--- src/rtl/nfc_pkg.sv ---
// Shared types and configuration helpers for the NAND strobe sequencer.
// Assumes phase fields are three bits wide (up to eight cycles per phase).
package nfc_pkg;

    typedef enum logic [1:0] {
        NFC_CMD  = 2'd0,
        NFC_ADDR = 2'd1,
        NFC_WR   = 2'd2,
        NFC_RD   = 2'd3
    } nfc_kind_e;

    typedef enum logic [1:0] {
        PH_IDLE   = 2'd0,
        PH_SETUP  = 2'd1,
        PH_STROBE = 2'd2,
        PH_HOLD   = 2'd3
    } nfc_phase_e;

    localparam int unsigned NFC_PHASE_MAX  = 8;
    localparam int unsigned NFC_KHZ_SCALE  = 1000000;

    typedef struct packed {
        logic       ok;
        logic [2:0] setup_f;
        logic [2:0] width_f;
        logic [2:0] hold_f;
    } nfc_timing_t;

    // Nanoseconds to whole cycles, rounded up by one, at least one cycle.
    function automatic int unsigned nfc_ns_to_cycles(input int unsigned ns,
                                                     input int unsigned khz);
        longint unsigned prod;
        int unsigned     cyc;
        prod = longint'(ns) * longint'(khz);
        cyc  = int'(prod / NFC_KHZ_SCALE) + 1;
        if (cyc < 1) cyc = 1;
        return cyc;
    endfunction

    // Build the three fields; rejects the set when any phase is out of range.
    function automatic nfc_timing_t nfc_make_timing(input bit ext, input bit given,
                                                    input int unsigned ns_setup,
                                                    input int unsigned ns_width,
                                                    input int unsigned ns_hold,
                                                    input int unsigned khz);
        nfc_timing_t t;
        int unsigned smax, cs, cw, ch;
        smax = ext ? 8 : 4;
        t    = '0;
        if (!given) begin
            t.ok      = 1'b1;
            t.setup_f = 3'(smax - 1);
            t.width_f = 3'(NFC_PHASE_MAX - 1);
            t.hold_f  = 3'(NFC_PHASE_MAX - 1);
        end else begin
            cs = nfc_ns_to_cycles(ns_setup, khz);
            cw = nfc_ns_to_cycles(ns_width, khz);
            ch = nfc_ns_to_cycles(ns_hold, khz);
            if (cs <= smax && cw <= NFC_PHASE_MAX && ch <= NFC_PHASE_MAX) begin
                t.ok      = 1'b1;
                t.setup_f = 3'(cs - 1);
                t.width_f = 3'(cw - 1);
                t.hold_f  = 3'(ch - 1);
            end
        end
        return t;
    endfunction

endpackage

--- src/rtl/nfc_phase_timer.sv ---
// Down-counter timing one bus phase. A load sets the count; `last` is high
// in the final cycle of the phase. Assumes load values are count minus one.
module nfc_phase_timer #(
    parameter int CW = 3
) (
    input  logic          clk,
    input  logic          rst_n,
    input  logic          load,
    input  logic [CW-1:0] load_val,
    output logic          last
);
    logic [CW-1:0] cnt_q;

    // Count down to zero, reload on request.
    always_ff @(posedge clk) begin
        if (!rst_n)             cnt_q <= '0;
        else if (load)          cnt_q <= load_val;
        else if (cnt_q != '0)   cnt_q <= cnt_q - 1'b1;
    end

    assign last = (cnt_q == '0);
endmodule

--- src/rtl/nfc_cs_ctl.sv ---
// Sticky chip-select bit with low-power override. Entering sleep saves the
// bit and forces deselect; leaving sleep restores it. Writes in sleep drop.
module nfc_cs_ctl (
    input  logic clk,
    input  logic rst_n,
    input  logic sel_we,
    input  logic sel_bit,
    input  logic sleep,
    output logic ce_n
);
    logic sel_q, saved_q, sleep_q;

    // Track sleep edges, save/restore the bit, apply writes when awake.
    always_ff @(posedge clk) begin
        if (!rst_n) begin
            sel_q   <= 1'b1;
            saved_q <= 1'b1;
            sleep_q <= 1'b0;
        end else begin
            sleep_q <= sleep;
            if (sleep && !sleep_q) begin
                saved_q <= sel_q;
                sel_q   <= 1'b1;
            end else if (!sleep && sleep_q) begin
                sel_q   <= saved_q;
            end else if (sel_we && !sleep) begin
                sel_q   <= sel_bit;
            end
        end
    end

    assign ce_n = sel_q;
endmodule

--- src/rtl/nfc_rb_sync.sv ---
// Two-stage synchroniser for the flash ready/busy line. Resets to busy.
module nfc_rb_sync (
    input  logic clk,
    input  logic rst_n,
    input  logic rb_async,
    output logic ready
);
    logic s1_q, s2_q;

    // Shift the line through two flops.
    always_ff @(posedge clk) begin
        if (!rst_n) begin
            s1_q <= 1'b0;
            s2_q <= 1'b0;
        end else begin
            s1_q <= rb_async;
            s2_q <= s1_q;
        end
    end

    assign ready = s2_q;
endmodule

--- src/rtl/nand_strobe_seq.sv ---
// NAND bus strobe sequencer. Takes one request when idle and runs
// setup / strobe / hold phases per byte, then pulses done. Assumes the
// configuration fields are held stable while busy.
module nand_strobe_seq #(
    parameter bit EXT_VARIANT = 1'b0,
    localparam int SETUP_W = EXT_VARIANT ? 3 : 2,
    localparam int NBYTES  = EXT_VARIANT ? 4 : 1,
    localparam int HDW     = 8 * NBYTES
) (
    input  logic               clk,
    input  logic               rst_n,
    input  logic [SETUP_W-1:0] cfg_setup,
    input  logic [2:0]         cfg_width,
    input  logic [2:0]         cfg_hold,
    input  logic               req_valid,
    input  logic [1:0]         req_kind,
    input  logic [HDW-1:0]     req_wdata,
    output logic               busy,
    output logic               done,
    output logic [HDW-1:0]     rd_data,
    input  logic               sel_we,
    input  logic               sel_bit,
    input  logic               sleep,
    output logic               nand_cle,
    output logic               nand_ale,
    output logic               nand_we_n,
    output logic               nand_re_n,
    output logic               nand_ce_n,
    output logic [7:0]         nand_dq_out,
    output logic               nand_dq_oe,
    input  logic [7:0]         nand_dq_in,
    input  logic               nand_rb,
    output logic               flash_ready
);
    import nfc_pkg::*;

    localparam int IDXW = (NBYTES > 1) ? $clog2(NBYTES) : 1;
    localparam logic [IDXW-1:0] LAST_IDX = IDXW'(NBYTES - 1);

    nfc_phase_e          phase_q;
    nfc_kind_e           kind_q;
    logic [HDW-1:0]      wdata_q;
    logic [HDW-1:0]      rdata_q;
    logic [IDXW-1:0]     idx_q;
    logic                done_q;
    logic                tmr_load, tmr_last, accept, last_byte;
    logic [2:0]          tmr_val;
    logic [7:0]          cur_byte;

    assign accept    = (phase_q == PH_IDLE) && req_valid;
    assign last_byte = (kind_q == NFC_CMD) || (kind_q == NFC_ADDR) || (idx_q == LAST_IDX);
    assign cur_byte  = wdata_q[8*int'(idx_q) +: 8];

    // Choose the next phase length to load into the timer.
    always_comb begin
        tmr_load = 1'b0;
        tmr_val  = 3'(cfg_setup);
        if (accept) begin
            tmr_load = 1'b1;
        end else if (phase_q != PH_IDLE && tmr_last) begin
            unique case (phase_q)
                PH_SETUP:  begin tmr_load = 1'b1; tmr_val = cfg_width; end
                PH_STROBE: begin tmr_load = 1'b1; tmr_val = cfg_hold;  end
                PH_HOLD:   begin tmr_load = !last_byte; tmr_val = 3'(cfg_setup); end
                default:   tmr_load = 1'b0;
            endcase
        end
    end

    nfc_phase_timer #(.CW(3)) u_timer (
        .clk      (clk),
        .rst_n    (rst_n),
        .load     (tmr_load),
        .load_val (tmr_val),
        .last     (tmr_last)
    );

    // Phase sequencing, byte stepping and read capture.
    always_ff @(posedge clk) begin
        if (!rst_n) begin
            phase_q <= PH_IDLE;
            kind_q  <= NFC_CMD;
            wdata_q <= '0;
            rdata_q <= '0;
            idx_q   <= '0;
            done_q  <= 1'b0;
        end else begin
            done_q <= 1'b0;
            unique case (phase_q)
                PH_IDLE: if (req_valid) begin
                    phase_q <= PH_SETUP;
                    kind_q  <= nfc_kind_e'(req_kind);
                    wdata_q <= req_wdata;
                    idx_q   <= '0;
                end
                PH_SETUP: if (tmr_last) phase_q <= PH_STROBE;
                PH_STROBE: if (tmr_last) begin
                    phase_q <= PH_HOLD;
                    if (kind_q == NFC_RD) rdata_q[8*int'(idx_q) +: 8] <= nand_dq_in;
                end
                PH_HOLD: if (tmr_last) begin
                    if (last_byte) begin
                        phase_q <= PH_IDLE;
                        done_q  <= 1'b1;
                    end else begin
                        idx_q   <= idx_q + 1'b1;
                        phase_q <= PH_SETUP;
                    end
                end
                default: phase_q <= PH_IDLE;
            endcase
        end
    end

    nfc_cs_ctl u_cs (
        .clk     (clk),
        .rst_n   (rst_n),
        .sel_we  (sel_we),
        .sel_bit (sel_bit),
        .sleep   (sleep),
        .ce_n    (nand_ce_n)
    );

    nfc_rb_sync u_rb (
        .clk      (clk),
        .rst_n    (rst_n),
        .rb_async (nand_rb),
        .ready    (flash_ready)
    );

    assign busy        = (phase_q != PH_IDLE);
    assign done        = done_q;
    assign rd_data     = rdata_q;
    assign nand_cle    = busy && (kind_q == NFC_CMD);
    assign nand_ale    = busy && (kind_q == NFC_ADDR);
    assign nand_we_n   = !((phase_q == PH_STROBE) && (kind_q != NFC_RD));
    assign nand_re_n   = !((phase_q == PH_STROBE) && (kind_q == NFC_RD));
    assign nand_dq_oe  = busy && (kind_q != NFC_RD);
    assign nand_dq_out = nand_dq_oe ? cur_byte : 8'h00;
endmodule

--- config.mk ---
export PLATFORM = sky130hd
export DESIGN_NAME = nand_strobe_seq
export DESIGN_NICKNAME = d
export VERILOG_FILES = /design/src/rtl/nfc_pkg.sv /design/src/rtl/nfc_phase_timer.sv /design/src/rtl/nfc_cs_ctl.sv /design/src/rtl/nfc_rb_sync.sv /design/src/rtl/nand_strobe_seq.sv
export SDC_FILE = /design/constraint.sdc
export NUM_CORES = 1
export LEC_CHECK = 0
export BUFFER_PORTS_ARGS = -buffer_cell sky130_fd_sc_hd__buf_2
export CAP_MARGIN = 20
export CORE_UTILIZATION = 43
export CTS_CLUSTER_SIZE = 20
export DETAILED_ROUTE_END_ITERATION = 16
export PLACE_DENSITY = 0.75
export SYNTH_ARGS = -nofsm -noshare
export SYNTH_HDL_FRONTEND = slang
export SYNTH_SLANG_ARGS = --single-unit
--- constraint.sdc ---
create_clock -name clk -period 1.77 [get_ports clk]
set_clock_uncertainty 0.15 [all_clocks]
set_input_delay 0.0885 -clock clk [delete_from_list [all_inputs] [get_ports clk]]
set_output_delay 0.0885 -clock clk [all_outputs]
set_load 0.005 [all_outputs]
==> impl_metrics.ini <==
[synthesis]
netlist_area_mm2 = 0.00146
yosysWarnings = 0
synth_nets = 202
ys_types = 35
postSynth.asyncResetShare = 0
ys_ff_latch = 30
synth_top_flop_cell = dfxtp_1
syn_inst = 163
synth-edff-count = 0
syn_area_per_cell_um2 = 8.94
synth.yosys.seq_area_share = 0.412

[clocking]
cts_tree = done
htreeDepth = 2
clockBufferDepth = 2
clk_latency_ns = 0.33
cts_root_buf = clkbuf_4
cts.sinks = 30
path_clk_slew_ns = 0.10
cts_buffers = 5

[sta]
setup_viol = 8
post-route-min-period_ns = 1.78
rsz0062_at_grt = true
tightest_slew_ns = 0.463
min_period_over_period = 1.01
final_hold_viol_count = 0
relSlewSlack = 0.691
max_freq_mhz = 561
slew_viol_final = 0
fin_ws_ns = -0.0134

[setup_path]
cp.required_ns = 1.53
crit_fanout = 8
start_kind = flop
worst_setup_path_end_kind = primary output
crit_arrival_ns = 1.54
critical_path_class = reg2out

[placed_design]
post-place-ws_ns = -0.0288
place_inst = 266
gp_congestion = 0.730
dp.final_hpwl_um = 2200
port_buffers = 57

[status]
status = complete, but fails checks
failed_checks = setup timing

[floorplan]
row_count = 20
fp.dieH_um = 60.2
coreArea_mm2 = 0.00313
dieWidth_um = 60.2
num_io_pins = 58
start_util = 0.466
dieArea_mm2 = 0.00363

[detailed_routing]
routed-via-count = 1439
wl_met1_um = 1530
route.met3.wl_um = 210
wire_per_inst_um = 12.4
ant_nets = 0
via_per_inst = 4.76
drtPass1Iterations = 4
drc = 0
wl_met2_um = 1960
totalWireLength_um = 3760
dr.max_layer_used = met4
drt_iter0_markers = 22

[power_and_ir_drop]
p_seq_frac = 0.297
p_switching_mw = 1.04
peakVddDrop_uv = 801
p_int_mw = 1.83
power.leakage_nw = 1.10
p_comb_frac = 0.517
netSwitchingFraction = 0.362
pwr_density_cell_mw_per_mm2 = 1250
power_frac_clock = 0.187

[global_route]
grt_pass1_vias = 1469
overflow = 0
track_usage = 0.227
grt_pass1_wl_um = 6020
grt_max_degree = 31
antenna_found_initial = 0

[cells_and_area]
syn_to_final_growth_pct = 58.0
layout_common_cells = 50 x buf_2, 30 x nand2_1, 27 x dfxtp_1
antenna_cells = 0
final_common_cell = buf_2
finalNetCount = 296
final_cells = 302
layout-drive-gt1-share = 0.388

[run]
max_cap_violations = 0

[hold_path]
hold_class = in2reg
-- state kept, by name, indices dropped and copies added, names as in the netlist --
register       cells
u_cs.saved_q       1
u_timer.cnt_q      3
u_cs.sleep_q       1
u_rb.s1_q          1
idx_q              1
wdata_q            8
rd_data            8
phase_q            2
u_rb.ready         1
u_cs.ce_n          1
done               1
kind_q             2
-- layer usage --
layer / vias up / global-route usage
met5: - / 0
met4: 0 / 0.0864
met3: 10 / 0.0671
met2: 46 / 0.416
met1: 651 / 0.239
li1: 732 / -
-- synth_stat cells, types with 2 or more instances --
master     n  area (µm²)
a21boi_0  10        75.1
a21oi_1    2        10.0
a22oi_1    2        15.0
a31oi_1    2        12.5
and2_1    12        75.1
buf_6      2        22.5
clkbuf_1   5        18.8
dfxtp_1   30         601
ha_1       6        75.1
inv_1      5        18.8
mux2i_1   10         100
nand2_1   30         113
nand2b_1   2        12.5
nand3_1    2        10.0
nor2_1     6        22.5
nor2b_1   11        68.8
nor3_1     2        10.0
o211a_1    2        20.0
o21ai_0    5        25.0
xnor2_1    2        17.5
-- worst max-delay path, stage by stage (launching register included) --
cell,delay [ns]
dfxtp_2,0.36
inv_2,0.05
ha_4,0.17
a21oi_4,0.12
nor2b_4,0.16
buf_6,0.12
and2_4,0.14
buf_6,0.09
-- final cells by class --
| class | count | area, µm² |
|---|---|---|
| multi-input combinational | 120 | 865 |
| fill | 244 | 825 |
| timing repair buffer | 95 | 683 |
| sequential | 30 | 604 |
| tap | 44 | 55.1 |
| clock inverter | 3 | 40.0 |
| clock buffer | 5 | 37.5 |
| inverter | 5 | 18.8 |
-- cell families (layout without fill, tap and decap cells) --
family,after synthesis,in the layout,share of synthesized area
flops,30,30,0.412
compound gates,30,30,0.152
xor+xnor,2,2,0.0120
fa+ha+maj,6,6,0.0515
mux,10,10,0.0687
simple gates,72,72,0.259
buf+inv,13,108,0.0446
-- path summary, 6_finish.rpt --
| check | start | to | slack (ns) | depth (start not counted) |
|---|---|---|---|---|
| worst max-delay path | phase_q[1]$_SDFFE_PN0P_ | nand_dq_out[6] | -0.01 | 7 |
| worst min-delay path | rst_n | u_cs.saved_q$_SDFFE_PN1P_ | 0.002 | 2 |
| worst max register to register | phase_q[1]$_SDFFE_PN0P_ | u_timer.cnt_q[1]$_SDFFE_PN0P_ | 0.06 | 6 |
| worst min register to register | u_rb.s1_q$_SDFF_PN0_ | u_rb.ready$_SDFF_PN0_ | 0.30 | 1 |
-- metrics by stage --
| step | TNS (ns) | utilization | instance area [µm²] | total power, mW | hold WS [ns] |
|---|---|---|---|---|---|
| final | -0.0718 | 0.736 | 2300 | 2.87 | 0.00205 |
| after CTS | -0.457 | 0.708 | 2220 | 2.71 | 0.00518 |
| after detailed placement | -0.149 | 0.584 | 1830 | 2.02 | 0.147 |
| after global routing | -0.813 | 0.736 | 2300 | 3.09 | 0.0315 |
| after floorplan | 0 | - | 1460 | 1.62 | 0.0602 |
| after global placement | 0 | 0.584 | 1830 | 2.01 | 0.153 |
-- power groups by stage --
| stage | Combinational, mW | Clock (mW) | Sequential [mW] |
|---|---|---|---|
| floorplan | 0.774 | 0 | 0.842 |
| global placement | 1.16 | 0 | 0.848 |
| detailed placement | 1.17 | 0 | 0.850 |
| CTS | 1.32 | 0.543 | 0.845 |
| global route | 1.65 | 0.577 | 0.863 |
| finish | 1.48 | 0.536 | 0.852 |
-- timing repair --
action / CTS / global route
hold buffers: 26 / 0
pin swaps: 4 / 5
endpoints found under the setup margin: 17 / 23
endpoints found under the hold margin: 25 / 0
resized for setup: 11 / 20
buffers inserted: 2 / 0
Power figures use the tool's default switching activity.
